### config.mk
export PLATFORM = sky130hd
export DESIGN_NAME = mac_unit
export DESIGN_NICKNAME = d
export VERILOG_FILES = /design/src/rtl/mac_pkg.sv /design/src/rtl/mac_opsel.sv /design/src/rtl/mac_mult.sv /design/src/rtl/mac_hazard.sv /design/src/rtl/mac_accum.sv /design/src/rtl/mac_unit.sv
export SDC_FILE = /design/constraint.sdc
export NUM_CORES = 2
export LEC_CHECK = 0
export ABC_AREA = 1
export BUFFER_PORTS_ARGS = -buffer_cell sky130_fd_sc_hd__buf_2
export CORE_ASPECT_RATIO = 1.5
export CORE_UTILIZATION = 56
export CTS_BUF_LIST = sky130_fd_sc_hd__clkbuf_2 sky130_fd_sc_hd__clkbuf_4 sky130_fd_sc_hd__clkbuf_8
export CTS_CLUSTER_SIZE = 30
export DETAILED_ROUTE_END_ITERATION = 10
export HOLD_SLACK_MARGIN = 0.1
export MAX_ROUTING_LAYER = met4
export PLACE_DENSITY = 0.71
export SETUP_SLACK_MARGIN = 0.02
export SYNTH_ARGS = -nofsm -noshare
export SYNTH_HDL_FRONTEND = slang
export SYNTH_SLANG_ARGS = --single-unit
### constraint.sdc
create_clock -name clk_i -period 6.85 [get_ports clk_i]
set_input_delay 0 -clock clk_i [delete_from_list [all_inputs] [get_ports clk_i]]
set_output_delay 0 -clock clk_i [all_outputs]
set_load 0.02 [all_outputs]
### src/rtl/mac_pkg.sv
`timescale 1ns/1ps
package mac_pkg;
  typedef enum logic [1:0] {
    FMT_UNS  = 2'd0,
    FMT_SGN  = 2'd1,
    FMT_FRAC = 2'd2,
    FMT_RSV  = 2'd3
  } mac_fmt_e;
endpackage

### src/rtl/mac_opsel.sv
`timescale 1ns/1ps
module mac_opsel #(
  parameter int OP_W = 32
) (
  input  logic [OP_W-1:0]   raw_i,
  input  logic              half_i,
  input  logic              hi_i,
  input  logic              uns_i,
  output logic signed [OP_W:0] ext_o
);
  localparam int HALF_W = OP_W / 2;

  logic [HALF_W-1:0] hw;
  logic              hw_sign;
  logic              full_sign;

  always_comb begin
    hw        = hi_i ? raw_i[OP_W-1 -: HALF_W] : raw_i[HALF_W-1:0];
    hw_sign   = hw[HALF_W-1] & ~uns_i;
    full_sign = raw_i[OP_W-1] & ~uns_i;
    if (half_i) ext_o = {{(OP_W+1-HALF_W){hw_sign}}, hw};
    else        ext_o = {full_sign, raw_i};
  end
endmodule

### src/rtl/mac_mult.sv
`timescale 1ns/1ps
module mac_mult #(
  parameter int OP_W = 32
) (
  input  logic signed [OP_W:0]     a_i,
  input  logic signed [OP_W:0]     b_i,
  output logic signed [2*OP_W+1:0] prod_o
);
  logic signed [2*OP_W+1:0] a_x, b_x;

  always_comb begin
    a_x    = $signed({{(OP_W+1){a_i[OP_W]}}, a_i});
    b_x    = $signed({{(OP_W+1){b_i[OP_W]}}, b_i});
    prod_o = a_x * b_x;
  end
endmodule

### src/rtl/mac_hazard.sv
`timescale 1ns/1ps
module mac_hazard #(
  parameter int N_STG = 3,
  parameter int SEL_W = 2
) (
  input  logic [N_STG-1:0]            v_i,
  input  logic [N_STG-1:0][SEL_W-1:0] sel_i,
  input  logic [SEL_W-1:0]            rsel_i,
  output logic                        pending_o
);
  logic [N_STG-1:0] hit;

  for (genvar g = 0; g < N_STG; g++) begin : g_cmp
    assign hit[g] = v_i[g] && (sel_i[g] == rsel_i);
  end

  assign pending_o = |hit;
endmodule

### src/rtl/mac_accum.sv
`timescale 1ns/1ps
module mac_accum #(
  parameter int ACC_W  = 48,
  parameter int N_ACC  = 4,
  parameter int TERM_W = 66
) (
  input  logic                      clk_i,
  input  logic                      rst_ni,
  input  logic                      we_i,
  input  logic [$clog2(N_ACC)-1:0]  wsel_i,
  input  logic signed [TERM_W-1:0]  term_i,
  input  logic                      sat_i,
  input  logic [$clog2(N_ACC)-1:0]  rsel_i,
  output logic [ACC_W-1:0]          rdata_o,
  output logic                      rovf_o
);
  localparam int SUM_W = TERM_W + 1;
  localparam int TOP_W = SUM_W - ACC_W + 1;
  localparam logic [ACC_W-1:0] POS_RAIL = {1'b0, {(ACC_W-1){1'b1}}};
  localparam logic [ACC_W-1:0] NEG_RAIL = {1'b1, {(ACC_W-1){1'b0}}};

  logic [N_ACC-1:0][ACC_W-1:0] acc_q;
  logic [N_ACC-1:0]            ovf_q;

  logic signed [SUM_W-1:0] cur_ext, sum;
  logic [TOP_W-1:0]        top_bits;
  logic                    ovf_now;
  logic [ACC_W-1:0]        wval;

  always_comb begin
    cur_ext  = $signed({{(SUM_W-ACC_W){acc_q[wsel_i][ACC_W-1]}}, acc_q[wsel_i]});
    sum      = cur_ext + $signed({term_i[TERM_W-1], term_i});
    top_bits = sum[SUM_W-1:ACC_W-1];
    // exact result fits only if all bits above the sign agree with it
    ovf_now  = (|top_bits) && !(&top_bits);
    if (ovf_now && sat_i) wval = sum[SUM_W-1] ? NEG_RAIL : POS_RAIL;
    else                  wval = sum[ACC_W-1:0];
  end

  always_ff @(posedge clk_i or negedge rst_ni) begin
    if (!rst_ni) begin
      acc_q <= '0;
      ovf_q <= '0;
    end else if (we_i) begin
      acc_q[wsel_i] <= wval;
      if (ovf_now) ovf_q[wsel_i] <= 1'b1;
    end
  end

  assign rdata_o = acc_q[rsel_i];
  assign rovf_o  = ovf_q[rsel_i];


  acc_hold_chk: assert property (@(posedge clk_i) disable iff (!rst_ni)
    !we_i |=> $stable(acc_q));

  for (genvar i = 0; i < N_ACC; i++) begin : g_sticky

    sticky_ovf_chk: assert property (@(posedge clk_i) disable iff (!rst_ni)
      ovf_q[i] |=> ovf_q[i]);
  end
endmodule

### src/rtl/mac_unit.sv
`timescale 1ns/1ps
module mac_unit
  import mac_pkg::*;
#(
  parameter int OP_W  = 32,
  parameter int ACC_W = 48,
  parameter int N_ACC = 4
) (
  input  logic                     clk_i,
  input  logic                     rst_ni,
  input  logic                     iss_valid_i,
  output logic                     iss_ready_o,
  input  logic [OP_W-1:0]          iss_op_a_i,
  input  logic [OP_W-1:0]          iss_op_b_i,
  input  logic [$clog2(N_ACC)-1:0] iss_acc_i,
  input  logic [1:0]               iss_fmt_i,
  input  logic                     iss_half_i,
  input  logic                     iss_hi_a_i,
  input  logic                     iss_hi_b_i,
  input  logic                     iss_sub_i,
  input  logic                     iss_sat_i,
  input  logic                     rd_valid_i,
  input  logic [$clog2(N_ACC)-1:0] rd_acc_i,
  output logic                     rd_ready_o,
  output logic [ACC_W-1:0]         rd_data_o,
  output logic                     rd_ovf_o
);
  localparam int SEL_W  = $clog2(N_ACC);
  localparam int PROD_W = 2*OP_W + 2;
  localparam int N_STG  = 3;

  logic iss_fire;
  logic pending;
  logic uns_in, frac_in;

  // stage 1: extended operands
  logic                    v1;
  logic signed [OP_W:0]    a1, b1;
  logic [SEL_W-1:0]        sel1;
  logic                    frac1, sub1, sat1;
  logic signed [OP_W:0]    a_ext, b_ext;
  // stage 2: product
  logic                    v2;
  logic signed [PROD_W-1:0] prod2, prod_c;
  logic [SEL_W-1:0]        sel2;
  logic                    frac2, sub2, sat2;
  // stage 3: aligned, signed term
  logic                    v3;
  logic signed [PROD_W-1:0] term3, term_c, aligned;
  logic [SEL_W-1:0]        sel3;
  logic                    sat3;

  assign uns_in  = (mac_fmt_e'(iss_fmt_i) == FMT_UNS);
  assign frac_in = (mac_fmt_e'(iss_fmt_i) == FMT_FRAC);

  mac_opsel #(.OP_W(OP_W)) u_sel_a (
    .raw_i(iss_op_a_i), .half_i(iss_half_i), .hi_i(iss_hi_a_i),
    .uns_i(uns_in), .ext_o(a_ext));

  mac_opsel #(.OP_W(OP_W)) u_sel_b (
    .raw_i(iss_op_b_i), .half_i(iss_half_i), .hi_i(iss_hi_b_i),
    .uns_i(uns_in), .ext_o(b_ext));

  mac_mult #(.OP_W(OP_W)) u_mult (.a_i(a1), .b_i(b1), .prod_o(prod_c));

  always_comb begin
    aligned = frac2 ? (prod2 <<< 1) : prod2;
    term_c  = sub2 ? -aligned : aligned;
  end

  always_ff @(posedge clk_i or negedge rst_ni) begin
    if (!rst_ni) begin
      v1 <= 1'b0; a1 <= '0; b1 <= '0; sel1 <= '0;
      frac1 <= 1'b0; sub1 <= 1'b0; sat1 <= 1'b0;
      v2 <= 1'b0; prod2 <= '0; sel2 <= '0;
      frac2 <= 1'b0; sub2 <= 1'b0; sat2 <= 1'b0;
      v3 <= 1'b0; term3 <= '0; sel3 <= '0; sat3 <= 1'b0;
    end else begin
      v1    <= iss_fire;
      a1    <= a_ext;
      b1    <= b_ext;
      sel1  <= iss_acc_i;
      frac1 <= frac_in;
      sub1  <= iss_sub_i;
      sat1  <= iss_sat_i;
      v2    <= v1;
      prod2 <= prod_c;
      sel2  <= sel1;
      frac2 <= frac1;
      sub2  <= sub1;
      sat2  <= sat1;
      v3    <= v2;
      term3 <= term_c;
      sel3  <= sel2;
      sat3  <= sat2;
    end
  end

  mac_hazard #(.N_STG(N_STG), .SEL_W(SEL_W)) u_haz (
    .v_i({v3, v2, v1}),
    .sel_i({sel3, sel2, sel1}),
    .rsel_i(rd_acc_i),
    .pending_o(pending));

  mac_accum #(.ACC_W(ACC_W), .N_ACC(N_ACC), .TERM_W(PROD_W)) u_acc (
    .clk_i(clk_i), .rst_ni(rst_ni),
    .we_i(v3), .wsel_i(sel3), .term_i(term3), .sat_i(sat3),
    .rsel_i(rd_acc_i), .rdata_o(rd_data_o), .rovf_o(rd_ovf_o));

  assign rd_ready_o  = !pending;
  // block new work while a read waits so the read always drains
  assign iss_ready_o = !(rd_valid_i && pending);
  assign iss_fire    = iss_valid_i && iss_ready_o;


  latency_chk: assert property (@(posedge clk_i) disable iff (!rst_ni)
    v3 |-> $past(iss_fire, 3));


  read_hold_chk: assert property (@(posedge clk_i) disable iff (!rst_ni)
    iss_fire |=> (rd_acc_i != $past(iss_acc_i)) || !rd_ready_o);
endmodule

==> flow_summary.json <==
{
  "path_common_cell": "fa_1",
  "timing_hold_violations_final": 0,
  "grt_pass1_wl_um": 322000,
  "path_delay_family": "adder cells",
  "synth.net_count": 10200,
  "drive_gt1_share_pct": 13.8,
  "synthFlopType": "dfrtp_1",
  "netlist.area_leader.share_pct": 35.2,
  "num_rows": 152,
  "crit_required_ps": 7490,
  "hp-class": "input port to register",
  "synth-adder-area-share_pct": 40.7,
  "drtAntennaViolNets": 0,
  "critPathSlowestCell": "o211ai_1",
  "clk_latency_ps": 790,
  "core_area_um2": 115000,
  "min_period_over_period_pct": 108,
  "port-buffer-count": 129,
  "drt_pass1_iterations": 7,
  "finClkSkew_ps": 57.6,
  "outcome": "finished with violations",
  "grt_start_max_net_pins": 151,
  "tns_ps": -11220,
  "cts_tree": "yes",
  "cts.reportedPaths.clkPinSlew_ps": 80,
  "vias": 57500,
  "clock-root-buffer": "clkbuf_8",
  "placed_area_um2": 71700,
  "synthArstFlopShare_pct": 100,
  "final_nets": 10800,
  "synth_compound_area_share_pct": 5.88,
  "wl_per_cell_um": 18.9,
  "drcViolationCount": 0,
  "synth_seq_cells": 410,
  "mostFrequentLayoutCells": "nand2_1 (2605), inv_1 (2167), fa_1 (1107), buf_4 (538), nor2_1 (401)",
  "arrival_ps": 8050,
  "setup_ws_ps": -565,
  "drv_slew": 0,
  "viasPerCell": 5.28,
  "endpoint_kind": "register",
  "min_period_ps": 7420,
  "clock_sinks": 410,
  "gp_congestion": 1.07,
  "setup_viol": 36,
  "synth-edff-count": 0,
  "drt_wl_total_um": 206000,
  "antenna_found_initial": 6,
  "n_fill_cell": 9471,
  "die-area_um2": 118000,
  "synth_cells": 8642,
  "ios": 130,
  "rsz0062_at_grt": "yes",
  "grt_pass1_vias": 62400,
  "final_util_pct": 67.4,
  "clk_path_buf_depth": 3,
  "final_cell_area_um2": 77400,
  "drtIter0Drc": 3852,
  "cap_violations": 0,
  "fp.dieW_um": 281,
  "numCtsBuffers": 72,
  "synth_top_family_by_area": "adder cells",
  "synthXorXnorAreaFrac_pct": 2.50,
  "critPathMaxStageDelay_ps": 680,
  "syn_area_per_cell_um2": 7.54,
  "synth-simple-area-share_pct": 20.0,
  "yosysUniqueCellTypes": 54,
  "critPathKind": "register to register",
  "synthMuxAreaShare_pct": 0,
  "synth_area_leaders": "fa_1 (35%), dfrtp_1 (16%), nand2_1 (15%), inv_1 (13%), ha_1 (5.5%)",
  "die_y_um": 420,
  "critPathLaunchType": "register",
  "globalRoute.totalOverflow": 0,
  "cp_max_fo": 5,
  "max_freq_ghz": 0.135,
  "yosys_warnings": 0,
  "dp_hpwl_um": 162000,
  "yosys.area.top_type": "fa_1",
  "layout_commonest_cell": "nand2_1",
  "syn2layout_area_growth_pct": 18.8,
  "netlist_area_um2": 65200,
  "slew_headroom_pct": 27.1,
  "place_worst_setup_slack_ps": -785,
  "tightest_slew_ps": 1090,
  "synth.yosys.seq_area_share_pct": 15.7,
  "violations": "setup timing",
  "start_util_pct": 56.7,
  "htree_levels": 3,
  "path_buf_inv": 8,
  "grtUsageTotal_pct": 36.7
}
## state kept, by name (all words and copies together), names as in the netlist
register / flops
u_acc.acc_q: 192
prod2: 66
term3: 66
a1: 33
b1: 33
u_acc.ovf_q: 4
sel1: 2
sel2: 2
sel3: 2
frac1: 1
frac2: 1
sat1: 1
sat2: 1
sat3: 1
sub1: 1
sub2: 1
v1: 1
v2: 1
v3: 1
## stage by stage
stage	cells	hold slack, ps
after floorplan	8642	-296
after global placement	10500	111
after detailed placement	10500	111
after CTS	10900	101
after global routing	10900	159
final	10900	154
## logic make-up (layout without fill, tap and decap cells)
family / Yosys count / after routing
buffers and inverters: 2616 / 3329
other: 0 / 7
AO/OA/AOI/OAI: 672 / 672
flip-flops: 410 / 410
adder cells (fa/ha/maj): 1430 / 1430
AND/OR/NAND/NOR: 3328 / 3328
XOR/XNOR: 186 / 186
## what timing repair did
action                                 4_1_cts  5_1_grt
cloned                                       3        2
buffers inserted                            33       28
endpoints found under the hold margin      203        0
resized for setup                          202      189
hold buffers                               205        0
setup endpoints to repair                   42       46
pin swaps                                   89      147
## worst min-delay path, stage by stage
cell and delay, ps:
dlygate4sd3_1 530, buf_2 130, inv_1 100, o21ai_0 110
## routing by layer
metal | global-route usage [%] | wire length, um | part of all wire [%]
met2 | 66.0 | 108000 | 52
met4 | 25.5 | 17200 | 8.4
met3 | 4.92 | 12600 | 6.1
met5 | - | 0 | 0
met1 | 36.5 | 68200 | 33
## worst paths after layout
kind                                      start                          end  slack, ps  depth (start not counted)
worst min-delay path             iss_op_b_i[31]             b1[31]$_DFF_PN0_        150                          4
worst max-delay path            b1[9]$_DFF_PN0_          prod2[65]$_DFF_PN0_       -570                         29
min in group asynchronous                rst_ni            sel1[1]$_DFF_PN0_        490                          4
max in group asynchronous                rst_ni  u_acc.acc_q[91]$_DFFE_PN0P_       5450                          4
worst max register to register  b1[9]$_DFF_PN0_          prod2[65]$_DFF_PN0_       -570                         29
worst min register to register   sat2$_DFF_PN0_               sat3$_DFF_PN0_        360                          0
## cells in the mapped netlist (4+ instances only)
master,count
nor3_1,19
xor2_1,108
o211ai_1,6
nand4_1,24
nor3_2,7
buf_2,20
inv_1,2217
buf_1,5
nor2_2,11
o21bai_1,16
clkbuf_1,361
fa_1,1146
nand2_2,44
o31ai_1,5
buf_4,4
nor4_1,10
nor2_1,441
nand2_1,2642
o21a_1,12
a31oi_1,25
o21ai_0,288
a21boi_0,4
o22ai_1,50
a22oi_1,82
and3_1,10
ha_1,284
or2_2,8
o21ai_1,10
nand3_1,98
buf_6,5
nand3_2,4
dfrtp_1,410
xnor2_1,78
a21oi_1,159
## area by class of cell
class                      count  area, um2  share of cell area (%)
multi-input combinational   5616      46400                    60.0
sequential                   410      10300                    13.3
timing repair buffer         984       8830                    11.4
inverter                    2219       8330                    10.8
tap                         1540       1930                    2.49
clock buffer                 103       1310                    1.69
clock inverter                23        285                   0.368
antenna                        7       17.5                  0.0226
Power is not shown: default switching activity piles up to over one toggle a cycle in this logic, so the estimate is an artifact.
